===== src/rtl/cla_pkg.sv =====
package cla_pkg;
  // Default slicing: width of one lookahead slice and number of slices.
  parameter int CLA_GRP_W = 4;
  parameter int CLA_GRP_N = 4;
endpackage


===== src/rtl/cla_bit_cell.sv =====
module cla_bit_cell (
  input  logic bit_a,
  input  logic bit_b,
  output logic bit_gen,
  output logic bit_prop
);
  // Generate: both bits set. Propagate: half-sum of the two bits.
  assign bit_gen  = bit_a & bit_b;
  assign bit_prop = bit_a ^ bit_b;
endmodule


===== src/rtl/cla_lookahead.sv =====
module cla_lookahead #(
  parameter int W = 4
) (
  input  logic [W-1:0] gen_in,
  input  logic [W-1:0] prop_in,
  input  logic         cin,
  output logic [W:0]   carry,
  output logic         gen_out,
  output logic         prop_out
);
  assign carry[0] = cin;

  // Every carry is a flat sum of products. The source at position j
  // must pass through the propagate bits j+1 .. k-1.
  for (genvar k = 1; k <= W; k++) begin : g_pos
    logic [k:0] term;
    for (genvar j = 0; j < k; j++) begin : g_src
      localparam logic [W-1:0] SPAN = W'(((1 << k) - 1) & ~((1 << (j + 1)) - 1));
      assign term[j] = gen_in[j] & (&(prop_in | ~SPAN));
    end
    localparam logic [W-1:0] ALLP = W'((1 << k) - 1);
    assign term[k]  = cin & (&(prop_in | ~ALLP));
    assign carry[k] = |term;
  end

  // Slice-level terms do not depend on the incoming carry.
  logic [W-1:0] gg_term;
  for (genvar j = 0; j < W; j++) begin : g_grp
    localparam logic [W-1:0] SPAN = W'(((1 << W) - 1) & ~((1 << (j + 1)) - 1));
    assign gg_term[j] = gen_in[j] & (&(prop_in | ~SPAN));
  end
  assign gen_out  = |gg_term;
  assign prop_out = &prop_in;
endmodule


===== src/rtl/cla_group.sv =====
module cla_group #(
  parameter int W = 4
) (
  input  logic [W-1:0] grp_a,
  input  logic [W-1:0] grp_b,
  input  logic         grp_cin,
  output logic [W-1:0] grp_sum,
  output logic         grp_cout,
  output logic         grp_gen,
  output logic         grp_prop
);
  logic [W-1:0] g_bit;
  logic [W-1:0] p_bit;
  logic [W:0]   c_bit;

  for (genvar i = 0; i < W; i++) begin : g_cell
    cla_bit_cell u_cell (
      .bit_a   (grp_a[i]),
      .bit_b   (grp_b[i]),
      .bit_gen (g_bit[i]),
      .bit_prop(p_bit[i])
    );
  end

  cla_lookahead #(.W(W)) u_la (
    .gen_in  (g_bit),
    .prop_in (p_bit),
    .cin     (grp_cin),
    .carry   (c_bit),
    .gen_out (grp_gen),
    .prop_out(grp_prop)
  );

  assign grp_sum  = p_bit ^ c_bit[W-1:0];
  assign grp_cout = c_bit[W];
endmodule


===== src/rtl/cla16_adder.sv =====
module cla16_adder #(
  parameter int GRP_W = cla_pkg::CLA_GRP_W,
  parameter int GRP_N = cla_pkg::CLA_GRP_N,
  localparam int DW   = GRP_W * GRP_N
) (
  input  logic [DW-1:0] op_a,
  input  logic [DW-1:0] op_b,
  input  logic          carry_in,
  output logic [DW-1:0] sum_out,
  output logic          carry_out,
  output logic          blk_gen,
  output logic          blk_prop
);
  logic [GRP_N-1:0] slice_gen;
  logic [GRP_N-1:0] slice_prop;
  logic [GRP_N-1:0] slice_cout;
  logic [GRP_N:0]   lvl2_c;

  for (genvar s = 0; s < GRP_N; s++) begin : g_slice
    cla_group #(.W(GRP_W)) u_grp (
      .grp_a   (op_a[s*GRP_W +: GRP_W]),
      .grp_b   (op_b[s*GRP_W +: GRP_W]),
      .grp_cin (lvl2_c[s]),
      .grp_sum (sum_out[s*GRP_W +: GRP_W]),
      .grp_cout(slice_cout[s]),
      .grp_gen (slice_gen[s]),
      .grp_prop(slice_prop[s])
    );
  end

  // Second lookahead level over the slice generate/propagate pairs.
  cla_lookahead #(.W(GRP_N)) u_lvl2 (
    .gen_in  (slice_gen),
    .prop_in (slice_prop),
    .cin     (carry_in),
    .carry   (lvl2_c),
    .gen_out (blk_gen),
    .prop_out(blk_prop)
  );

  assign carry_out = lvl2_c[GRP_N];
endmodule


===== config.mk =====
export PLATFORM = sky130hd
export DESIGN_NAME = cla16_adder
export DESIGN_NICKNAME = d
export VERILOG_FILES = /design/src/rtl/cla_pkg.sv /design/src/rtl/cla_bit_cell.sv /design/src/rtl/cla_lookahead.sv /design/src/rtl/cla_group.sv /design/src/rtl/cla16_adder.sv
export SDC_FILE = /design/constraint.sdc
export NUM_CORES = 1
export LEC_CHECK = 0
export ABC_CLOCK_PERIOD_IN_PS = 2900
export BUFFER_PORTS_ARGS = -buffer_cell sky130_fd_sc_hd__buf_2
export CAP_MARGIN = 40
export CORE_ASPECT_RATIO = 1.2
export CORE_MARGIN = 5
export CORE_UTILIZATION = 38
export DETAILED_ROUTE_END_ITERATION = 10
export GPL_TIMING_DRIVEN = 0
export PLACE_DENSITY_LB_ADDON = 0.1
export SETUP_SLACK_MARGIN = 0.4
export SLEW_MARGIN = 20
export SYNTH_ARGS = -nofsm -noshare
export SYNTH_HDL_FRONTEND = slang
export SYNTH_HIERARCHICAL = 1
export SYNTH_SLANG_ARGS = --single-unit

===== constraint.sdc =====
create_clock -name vclk -period 2.9
set_input_delay 0.58 -clock vclk [all_inputs]
set_output_delay 0.58 -clock vclk [all_outputs]
set_load 0.01 [all_outputs]

Word level (Yosys, flattened, before mapping)
Cells that the tools add are included.
- bits of input ports: 33
- register bits: 0
- logic and storage cells: 132
- output and inout port bits: 19
- bitwise operators: 82
- reduce and logical (&&, ||, !) cells: 50
- operators with widths (operator ; number):
    $and A1 B1 Y1 ; 62
    $reduce_or A4 Y1 ; 7
    $reduce_and A12 Y1 ; 2
    $reduce_and A2 Y1 ; 12
    $reduce_and A3 Y1 ; 8
    $reduce_and A8 Y1 ; 3
    $reduce_and A16 Y1 ; 1
    $reduce_and A4 Y1 ; 4
    $xor A1 B1 Y1 ; 16
    $xor A4 B4 Y4 ; 4
    $reduce_or A7 Y1 ; 2
    $reduce_or A3 Y1 ; 4
    $reduce_or A2 Y1 ; 4
    $reduce_or A8 Y1 ; 1
    $reduce_or A6 Y1 ; 1
    $reduce_or A5 Y1 ; 1

Longest topological paths before layout
- depth in word-level cells: 9
- gate-level depth with buffers: 12
- gate-level depth less buffers: 12

Cells and area by module
Netlist, hierarchy kept.
- by module, submodules not included (module ; instances ; sequential area each (µm²) ; area an instance (µm²) ; cells each):
    cla_lookahead ; 5 ; 0.0 ; 66.3 ; 12
    cla_bit_cell ; 16 ; 0.0 ; 12.5 ; 1
    cla_group ; 4 ; 0.0 ; 35.0 ; 4

Worst setup path before layout
No wires, ideal clock.
- path type: in2out
- start: input op_a[3]
- end: output sum_out[15]
- required time: 2.320 ns
- setup slack: -0.227 ns
- data arrival time: 2.547 ns
- path buffers: 0
- stages on the path: 12
- cell sequence: ha_1 > a21oi_1 > o21ai_0 > a21o_1 > a21oi_2 > inv_2 > a21o_1 > a21o_1 > a21oi_2 > inv_2 > a21o_1 > xor2_1
- longest elaborated chain between the ends: 9
- elaborated cells between the ends (all ways): 15
- classes of those cells: bitwise: 9; reduce/logical: 6
- RTL lines (item ; RTL line ; text):
    from (decl) ; cla16_adder.sv:6 ; input logic [DW-1:0] op_a,
    $xor A1 B1 Y1 ; cla_bit_cell.sv:9 ; assign bit_prop = bit_a ^ bit_b;
    $reduce_and A3 Y1 or $reduce_and A2 Y1 (tied branches) ; -- ;
    $and A1 B1 Y1 ; cla_lookahead.sv:30 ; assign gg_term[j] = gen_in[j] & (&(prop_in | ~SPAN));
    $reduce_or A4 Y1 * ; cla_lookahead.sv:32 ; assign gen_out = |gg_term;
    named net slice_gen[0] ; cla16_adder.sv:14 ; logic [GRP_N-1:0] slice_gen;
    $and A1 B1 Y1 * ; cla_lookahead.sv:19 ; assign term[j] = gen_in[j] & (&(prop_in | ~SPAN));
    $reduce_or A7 Y1 * ; cla_lookahead.sv:23 ; assign carry[k] = |term;
    named net lvl2_c[3] ; cla16_adder.sv:17 ; logic [GRP_N:0] lvl2_c;
    $and A1 B1 Y1 * ; cla_lookahead.sv:22 ; assign term[k] = cin & (&(prop_in | ~ALLP));
    $reduce_or A4 Y1 * ; cla_lookahead.sv:23 ;
    named net g_slice[3].u_grp.c_bit[3] ; cla_group.sv:14 ; logic [W:0] c_bit;
    $xor A4 B4 Y4 * ; cla_group.sv:34 ; assign grp_sum = p_bit ^ c_bit[W-1:0];
    to (decl) ; cla16_adder.sv:9 ; output logic [DW-1:0] sum_out,
Mark *: on every way through the listed nets, which the timed path passes. The rest lies on a longest branch.

Worst setup path in the final report
- start: input op_a[1]
- end: output sum_out[15]
- longest elaborated chain between the ends: 9
- elaborated cells between the ends (all ways): 13
- classes of those cells: bitwise: 8; reduce/logical: 5
- RTL lines (item ; RTL line ; text):
    $xor A1 B1 Y1 ; cla_bit_cell.sv:9 ;
    named net g_slice[0].u_grp.p_bit[1] ; cla_group.sv:13 ; logic [W-1:0] p_bit;
    $reduce_and A3 Y1 ; cla_lookahead.sv:30 ;
    $and A1 B1 Y1 ; cla_lookahead.sv:30 ;
    $reduce_or A4 Y1 ; cla_lookahead.sv:32 ;
    named net slice_gen[0] ; cla16_adder.sv:14 ;
    $and A1 B1 Y1 ; cla_lookahead.sv:19 ;
    $reduce_or A7 Y1 ; cla_lookahead.sv:23 ;
    named net lvl2_c[3] ; cla16_adder.sv:17 ;
    $and A1 B1 Y1 ; cla_lookahead.sv:22 ;
    $reduce_or A4 Y1 ; cla_lookahead.sv:23 ;
    named net g_slice[3].u_grp.c_bit[3] ; cla_group.sv:14 ;
    $xor A4 B4 Y4 ; cla_group.sv:34 ;
The timed path passes the listed nets, and every way through them passes these cells.

==> results.toml <==
[grt]
grt.overflow.total = 0
grt_pass1_wl_um = 3240
grt_pass1_vias = 908
antenna_found_initial = 0
grt_usage_pct = 15.0
grt_max_degree = 5

[floorplanning]
die_area_mm2 = 0.00265
core_mm2 = 0.00164
die_y_um = 55.4
start_util_pct = 39.7
num_rows = 16
io_pins = 52
chipWidth_um = 47.8

[setup_path]
path_depth = 14
path_cells = "buf_6, ha_4, a21oi_2, o21ai_2, a21o_1, a21oi_2, inv_2, a21o_1, a21o_1, a21oi_2, inv_2, a21o_1, xor2_2, buf_2"
startpoint = "op_a[1]"
cp.arrival_ns = 2.50
path_class = "input port to output pin"
worstPathRequired_ns = 2.32
cp-end-kind = "output pin"
cp_top_family = "compound AO/OA/AOI/OAI gates"
worst_path_most_repeated_cell = "a21o_1"
cp_max_fo = 4
crit_buf_inv = 4
slowest_delay_ns = 0.24
start_kind = "input port"
cpMaxStageDelayCell = "ha_4"

[layout]
final_cell_mix = "buf_2 (49), buf_4 (17), xor2_1 (12)"
nets = 210
layout_commonest_cell = "buf_2"
layout.cells.non_filler = 177
clkbuf_count = 0
num_antenna_cells = 0
seq_cells = 0
drive_gt1_share_pct = 62.9
register_area_um2 = 0
areaGrowthSynthToFinish_pct = 91.6

[drt]
drcViolationCount = 0
vias = 864
routed_via_density = 4.88
ant_nets = 0
finalWirelength_um = 1980
drt-wirelength-per-cell_um = 11.2
dr.first_iter.drc_count = 9
drt_pass1_iterations = 4

[pwr]
comb_power_share_pct = 100.0
p_seq_share_pct = 0
total_power_uw = 335
clockPowerShare_pct = 0
p_sw_share_pct = 45.8
ir_drop_v = 0.000154
power_density_mw_per_mm2 = 268
power.net_switching_uw = 153
p_int_uw = 182
p_leak_uw = 0.000702

[sta]
final-hold-violation-count = 0
period_needed_ns = 3.08
final.period_utilization_pct = 106
setup-violations-final = 8
slew_headroom_pct = 85.7
slew_viol_final = 0
setup_slack_ns = -0.183
max_clock_freq_mhz = 324
rsz0062_at_grt = "yes"
tightestPinTransition_ns = 0.214

[hold_path]
hold_path_startpoint = "op_b[2]"
whs_path_depth = 4
hold_path_class = "input port to output pin"

[placed_design]
placedCellCount = 158
gp_congestion = 0.685
port_buffers = 52
dp_hpwl_um = 1640

[logic_synthesis]
synth_warnings = 6
syn_inst = 88
synth_area_um2 = 652
syn_nets = 137
avgSynthCellArea_um2 = 7.41

[status]
violations = "setup timing"
status = "finished, violations left"

[flow_run]
max-cap-violations = 0
worst paths after layout:
kind	end	slack, ns
max	sum_out[15]	-0.18
min	sum_out[2]	1.57
cell type report:
class              instances  area (um2)
multi-input cells         78         722
repair buffers            71         444
fillers                  138         393
plain buffers              5        41.3
well taps                 18        22.5
inverters                  5        18.8
power by group through the flow:
stage               Clock [uW]  Combinational (uW)  Sequential [uW]
floorplan                    0                 176                0
CTS                          0                 310                0
global route                 0                 371                0
finish                       0                 335                0
detailed placement           0                 270                0
global placement             0                 262                0
through the flow:
stage                     util, %  cell area, um2  setup slack, ns  hold WS [ns]  setup TNS (ns)
final                        76.1            1250           -0.183          1.57          -0.739
after global routing         76.1            1250           -0.319          1.60           -1.83
after CTS                    70.6            1160           -0.181          1.58          -0.641
after detailed placement     62.3            1020           -0.254          1.57          -0.503
after global placement       62.3            1020           -0.229          1.57          -0.443
after floorplan                 -             739            0.116          1.36               0
timing repair:
item	4_1_cts	5_1_grt
gates cloned	0	0
buffers inserted	14	5
pin swaps	9	4
hold buffers	0	0
gates resized for setup	7	9
setup endpoints to repair	10	14
routing by layer:
metal | wire length (um) | part of all wire (%) | vias up | GRT usage, %
met2 | 1080 | 54 | 34 | 30.8
li1 | - | - | 443 | -
met4 | 44 | 2.2 | 0 | 1.54
met5 | 0 | 0 | - | 0
met1 | 669 | 34 | 383 | 14.5
met3 | 185 | 9.4 | 4 | 2.27
(Power assumes the default switching activity.)
